==> src/rtl/atach_pkg.sv <==
package atach_pkg;

    typedef enum logic [1:0] {
        PH_WATCH   = 2'd0,
        PH_CONFIRM = 2'd1,
        PH_HOLD    = 2'd2
    } ms_phase_e;

    typedef struct packed {
        logic vld;
        logic fast;
    } ms_verdict_t;

    function automatic int unsigned ms_next_count(int unsigned cur, logic up, int unsigned top);
        if (up)
            return (cur >= top) ? top : cur + 1;
        else
            return (cur == 0) ? 0 : cur - 1;
    endfunction

endpackage

==> src/rtl/atach_interval_classifier.sv <==
module atach_interval_classifier
    import atach_pkg::*;
#(
    parameter int unsigned FAST_TICKS = 350
) (
    input  logic        clk,
    input  logic        rst,
    input  logic        tick_ms,
    input  logic        sense_evt,
    input  logic        pace_evt,
    output ms_verdict_t verdict
);
    localparam int unsigned TW = $clog2(FAST_TICKS + 1);
    localparam logic [TW-1:0] T_CAP = TW'(FAST_TICKS);

    logic [TW-1:0] tmr_q;
    logic          armed_q;
    ms_verdict_t   verdict_q;

    always_ff @(posedge clk) begin
        if (rst) begin
            tmr_q     <= '0;
            armed_q   <= 1'b0;
            verdict_q <= '0;
        end else begin
            verdict_q.vld  <= sense_evt && armed_q;
            verdict_q.fast <= tmr_q < T_CAP;
            if (sense_evt || pace_evt) begin
                tmr_q   <= '0;
                armed_q <= 1'b1;
            end else if (tick_ms && tmr_q != T_CAP) begin
                tmr_q <= tmr_q + 1'b1;
            end
        end
    end

    assign verdict = verdict_q;

    AST_VERDICT_NEEDS_SENSE: assert property (@(posedge clk) disable iff (rst)
        verdict_q.vld |-> $past(sense_evt));
    AST_TIMER_CAPPED: assert property (@(posedge clk) disable iff (rst)
        tmr_q <= T_CAP);
    AST_TIMER_MONOTONE: assert property (@(posedge clk) disable iff (rst)
        !(sense_evt || pace_evt) |=> tmr_q >= $past(tmr_q));

endmodule

==> src/rtl/atach_evidence_counter.sv <==
module atach_evidence_counter
    import atach_pkg::*;
#(
    parameter int unsigned CNT_MAX = 15
) (
    input  logic                               clk,
    input  logic                               rst,
    input  ms_verdict_t                        verdict,
    output logic [$clog2(CNT_MAX + 1)-1:0]     count
);
    localparam int unsigned CW = $clog2(CNT_MAX + 1);

    logic [CW-1:0] cnt_q;

    always_ff @(posedge clk) begin
        if (rst)
            cnt_q <= '0;
        else if (verdict.vld)
            cnt_q <= CW'(ms_next_count(int'(cnt_q), verdict.fast, CNT_MAX));
    end

    assign count = cnt_q;

    AST_COUNT_CAP: assert property (@(posedge clk) disable iff (rst)
        cnt_q <= CW'(CNT_MAX));
    AST_COUNT_HOLDS: assert property (@(posedge clk) disable iff (rst)
        !verdict.vld |=> $stable(cnt_q));

endmodule

==> src/rtl/atach_mode_ctrl.sv <==
module atach_mode_ctrl
    import atach_pkg::*;
#(
    parameter int unsigned ENTRY_COUNT = 8,
    parameter int unsigned DUR_BEATS   = 8,
    parameter int unsigned CNT_MAX     = 15
) (
    input  logic                           clk,
    input  logic                           rst,
    input  logic [$clog2(CNT_MAX + 1)-1:0] count,
    input  logic                           vent_evt,
    output logic                           fallback_mode,
    output logic                           sw_to_fallback,
    output logic                           sw_to_dual
);
    localparam int unsigned CW = $clog2(CNT_MAX + 1);
    localparam int unsigned BW = $clog2(DUR_BEATS + 1);
    localparam logic [BW-1:0] LAST_BEAT = BW'(DUR_BEATS - 1);

    ms_phase_e     phase_q, phase_d;
    logic [BW-1:0] beats_q, beats_d;
    logic          to_fb_q, to_fb_d, to_dual_q, to_dual_d;

    always_comb begin
        phase_d   = phase_q;
        beats_d   = beats_q;
        to_fb_d   = 1'b0;
        to_dual_d = 1'b0;
        if (count == '0) begin
            phase_d   = PH_WATCH;
            beats_d   = '0;
            to_dual_d = (phase_q == PH_HOLD);
        end else begin
            case (phase_q)
                PH_WATCH: begin
                    if (count >= CW'(ENTRY_COUNT)) begin
                        phase_d = PH_CONFIRM;
                        beats_d = '0;
                    end
                end
                PH_CONFIRM: begin
                    if (vent_evt) begin
                        if (beats_q == LAST_BEAT) begin
                            phase_d = PH_HOLD;
                            beats_d = '0;
                            to_fb_d = 1'b1;
                        end else begin
                            beats_d = beats_q + 1'b1;
                        end
                    end
                end
                PH_HOLD: ;
                default: phase_d = PH_WATCH;
            endcase
        end
    end

    always_ff @(posedge clk) begin
        if (rst) begin
            phase_q   <= PH_WATCH;
            beats_q   <= '0;
            to_fb_q   <= 1'b0;
            to_dual_q <= 1'b0;
        end else begin
            phase_q   <= phase_d;
            beats_q   <= beats_d;
            to_fb_q   <= to_fb_d;
            to_dual_q <= to_dual_d;
        end
    end

    assign fallback_mode  = (phase_q == PH_HOLD);
    assign sw_to_fallback = to_fb_q;
    assign sw_to_dual     = to_dual_q;

    AST_BEATS_BOUND: assert property (@(posedge clk) disable iff (rst)
        beats_q < BW'(DUR_BEATS));
    AST_FALLBACK_ON_VENT: assert property (@(posedge clk) disable iff (rst)
        $rose(fallback_mode) |-> $past(vent_evt));
    AST_FB_STROBE_EDGE: assert property (@(posedge clk) disable iff (rst)
        sw_to_fallback |-> fallback_mode && !$past(fallback_mode));
    AST_DUAL_STROBE_EDGE: assert property (@(posedge clk) disable iff (rst)
        sw_to_dual |-> !fallback_mode && $past(fallback_mode));
    AST_ZERO_RETURNS_DUAL: assert property (@(posedge clk) disable iff (rst)
        (count == '0) |=> !fallback_mode);

endmodule

==> src/rtl/atach_fallback_detector.sv <==
module atach_fallback_detector
    import atach_pkg::*;
#(
    parameter int unsigned FAST_TICKS  = 350,
    parameter int unsigned ENTRY_COUNT = 8,
    parameter int unsigned DUR_BEATS   = 8,
    parameter int unsigned CNT_MAX     = 15
) (
    input  logic clk,
    input  logic rst,
    input  logic tick_ms,
    input  logic atr_sense,
    input  logic atr_refr_sense,
    input  logic atr_pace,
    input  logic vent_evt,
    output logic fallback_mode,
    output logic sw_to_fallback,
    output logic sw_to_dual
);
    localparam int unsigned CW = $clog2(CNT_MAX + 1);

    ms_verdict_t   verdict;
    logic [CW-1:0] evidence;
    logic          any_sense;

    assign any_sense = atr_sense || atr_refr_sense;

    atach_interval_classifier #(.FAST_TICKS(FAST_TICKS)) u_cls (
        .clk       (clk),
        .rst       (rst),
        .tick_ms   (tick_ms),
        .sense_evt (any_sense),
        .pace_evt  (atr_pace),
        .verdict   (verdict)
    );

    atach_evidence_counter #(.CNT_MAX(CNT_MAX)) u_cnt (
        .clk     (clk),
        .rst     (rst),
        .verdict (verdict),
        .count   (evidence)
    );

    atach_mode_ctrl #(
        .ENTRY_COUNT (ENTRY_COUNT),
        .DUR_BEATS   (DUR_BEATS),
        .CNT_MAX     (CNT_MAX)
    ) u_ctl (
        .clk            (clk),
        .rst            (rst),
        .count          (evidence),
        .vent_evt       (vent_evt),
        .fallback_mode  (fallback_mode),
        .sw_to_fallback (sw_to_fallback),
        .sw_to_dual     (sw_to_dual)
    );

    AST_STROBES_EXCLUSIVE: assert property (@(posedge clk) disable iff (rst)
        !(sw_to_fallback && sw_to_dual));

endmodule

==> config.mk <==
export PLATFORM = sky130hd
export DESIGN_NAME = atach_fallback_detector
export DESIGN_NICKNAME = d
export VERILOG_FILES = /design/src/rtl/atach_pkg.sv /design/src/rtl/atach_interval_classifier.sv /design/src/rtl/atach_evidence_counter.sv /design/src/rtl/atach_mode_ctrl.sv /design/src/rtl/atach_fallback_detector.sv
export SDC_FILE = /design/constraint.sdc
export NUM_CORES = 1
export LEC_CHECK = 0
export BUFFER_PORTS_ARGS = -buffer_cell sky130_fd_sc_hd__buf_2
export CAP_MARGIN = 20
export CELL_PAD_IN_SITES_DETAIL_PLACEMENT = 1
export CELL_PAD_IN_SITES_GLOBAL_PLACEMENT = 1
export CORE_ASPECT_RATIO = 1.25
export CORE_MARGIN = 1.5
export CORE_UTILIZATION = 45
export DETAILED_ROUTE_END_ITERATION = 8
export PLACE_DENSITY_LB_ADDON = 0.15
export SETUP_SLACK_MARGIN = 0.5
export SLEW_MARGIN = 25
export SYNTH_ARGS = -nofsm -noshare
export SYNTH_HDL_FRONTEND = slang
export SYNTH_SLANG_ARGS = --single-unit
==> constraint.sdc <==
create_clock -name clk -period 2.7 [get_ports clk]
set_clock_uncertainty 0.15 [all_clocks]
set_input_delay 0.54 -clock clk [delete_from_list [all_inputs] [get_ports clk]]
set_output_delay 0.54 -clock clk [all_outputs]
set_load 0.01 [all_outputs]
==> reports/results.tsv <==
stage	metric	value	unit
global_routing	first-pass GRT wire length	5190	um
logic_synthesis	share of the yosys chip area belonging to registers	37.4	%
clock_tree	CTS tree	built	
clock_tree	Sink Count	24	
layout	layout cells sized above 1	13.2	%
sta	Final Setup Violations	0	
layout	n_diodes	0	
pwr	power per cell area	445	nW/um2
logic_synthesis	post-synthesis instance area	1280	um2
drt	via/cell ratio	6.09	
clock_tree	Clock H-tree levels	1	
floorplan	Initial Util	47.5	%
logic_synthesis	Syn Nets	159	
setup_path	WP data arrival	1.17	ns
clock_tree	post-CTS setup buffers	0	
drt	initial DRC count	17	
clock_tree	TritonCTS buffer count	3	
clock_tree	latest clock arrival within the worst-skew pair	0.31	ns
setup_path	Worst Path Max Fanout	8	
layout	area of the multi-input gates	724	um2
outcome	status	completed	
sta	Final Hold Fails	0	
setup_path	CP Class	flop to output pin	
floorplan	num ports	10	
global_routing	global route overflow	0	
floorplan	die area	3190	um2
sta	RSZ-0062 raised after global routing	no	
sta	relative slew slack	61.3	%
clock_tree	Worst-path clk slew	0.13	ns
pwr	leakage power	0.480	nW
logic_synthesis	Synth warnings	0	
layout	register area	480	um2
sta	worst-margin pin slew	0.575	ns
clock_tree	CTS Buffer Depth	2	
logic_synthesis	Post-synth EDFFs	0	
drt	via count	1133	
sta	maximum clock rate	536	MHz
logic_synthesis	leading area contributor after synthesis	dfxtp_1	
placement	Final GP Congestion	0.806	
drt	Antenna Nets Post-Route	0	
drt	drt first pass iters	4	
sta	final setup TNS	0	ns
global_routing	GRT Total Usage	20.5	%
floorplan	Die Y	62.7	um
logic_synthesis	Syn Inst Count	147	
global_routing	antenna violations before repair	0	
flow_run	Max-cap violations	0	
drt	total wire length	2860	um
logic_synthesis	Post-Syn Area per Cell	8.74	um2
floorplan	core area	2710	um2
floorplan	Die Width	50.8	um
placement	post-detail-place hpwl	2200	um
logic_synthesis	#FFs+latches synth	24	
floorplan	Rows	21	
placement	port bufs	9	
drt	per-cell routed wire length	15.3	um
layout	Final Core Density	50.5	%
layout	Area growth syn-to-layout	6.33	%
logic_synthesis	Post-synth top cells	dfxtp_1 (24), nand2_1 (10), a21oi_1 (9), inv_1 (9), nand3_1 (7)	
drt	DRC	0	
pwr	peak supply drop	293	uV
setup_path	crit start category	flop	
setup_path	Setup crit end kind	output pin	
layout	Nets	165	
layout	fill count	331	
logic_synthesis	most common cell in the synthesized netlist	dfxtp_1	
logic_synthesis	area fraction of the dominant cell type after synthesis	37.4	%
logic_synthesis	Area contributors post-synth	dfxtp_1 (37%), ha_1 (4.9%), a21oi_1 (3.5%)	
sta	Final Cycle Share	69.0	%
clock_tree	CTS Hold Bufs	0	
clock_tree	CTS resizes	0	
setup_path	CP required	2.01	ns
sta	Final Critical Period	1.86	ns
sta	max-slew violation count	0	
sta	WHS	0.313	ns
worst_hold_path	worst min-delay path class	input port to flop	
global_routing	largest net degree at the start of global routing	14	
clock_tree	clock root buffer	clkbuf_4	
global_routing	vias in the first global route	1201	
logic_synthesis	Netlist cell types	44	
logic_synthesis	ys flop type	dfxtp_1	
logic_synthesis	Async SR Flop Fraction	0	%
[logic make-up (layout without fill, tap and decap cells)]
group | count (synthesis) | in the layout | share of synthesized area [%]
mux | 4 | 4 | 3.21
fa+ha+maj | 5 | 5 | 4.87
flops | 24 | 24 | 37.4
buf+inv | 18 | 23 | 6.23
compound gates | 43 | 43 | 23.6
simple gates | 53 | 53 | 24.7
[report_power, final]
group	switching, mW	internal [mW]	leakage [nW]	total, mW
clock network	0.109	0.0824	0.0210	0.192
logic	0.0267	0.0196	0.265	0.0463
registers	0.0105	0.360	0.195	0.371
[registers in the layout, summed over array words and instances (netlist names)]
name,count
u_cls.tmr_q,9
u_cnt.count,4
u_ctl.beats_q,4
u_cls.verdict,2
u_ctl.phase_q,2
u_cls.armed_q,1
u_ctl.sw_to_dual,1
u_ctl.sw_to_fallback,1
[cell usage in the layout (no fill, tap or decap), types with 3 or more instances in the layout]
cell type,count
and2_1,3
buf_2,9
o21ai_1,3
nor2_1,4
nand2_1,10
or4_1,4
a31oi_1,6
dfxtp_1,24
mux2i_1,3
inv_1,9
nand2b_1,4
a311oi_1,3
o21ai_0,6
clkbuf_4,3
a21oi_1,9
nand3_1,7
ha_1,5
nor4_1,4
[layer usage]
layer	track usage (%)	up-vias	wire length [um]
li1	-	567	-
met1	23.9	555	1270
met2	37.3	7	1520
met3	2.15	4	34
met4	7.77	0	35
met5	0	-	0
[layout make-up]
cell class                      instances  share of cell area, %
Sequential cell                        24                   35.2
Multi-Input combinational cell        105                   53.0
Timing Repair Buffer                    9                   3.30
Tap cell                               34                   3.11
Clock buffer                            4                   2.66
Inverter                               10                   2.75
[critical path: stages, from the launching register on]
cell	delay, ns
dfxtp_1	0.47
nand2b_1	0.21
inv_1	0.05
buf_2	0.13
[path summary, 6_finish.rpt]
check	start	slack, ns	cells past startpoint	to
hold reg to reg	u_cls.armed_q$_SDFFE_PP0P_	0.34	1	u_cls.verdict[1]$_SDFF_PP0_
setup reg to reg	u_cls.tmr_q[0]$_SDFFE_PP0P_	0.88	5	u_cls.tmr_q[5]$_SDFFE_PP0P_
setup / recovery	u_ctl.phase_q[0]$_SDFFE_PP0P_	0.84	3	fallback_mode
hold / removal	atr_pace	0.31	3	u_cls.armed_q$_SDFFE_PP0P_
[through the flow]
stage	std cells	area, um2	power, mW	setup slack [ns]
after global routing	186	1370	0.639	0.752
after CTS	186	1370	0.617	0.823
final	186	1370	0.609	0.836
after floorplan	147	1280	0.408	0.951
after global placement	182	1330	0.421	0.829
after detailed placement	182	1330	0.424	0.791
Note: power is estimated with default switching activity, not from simulation.
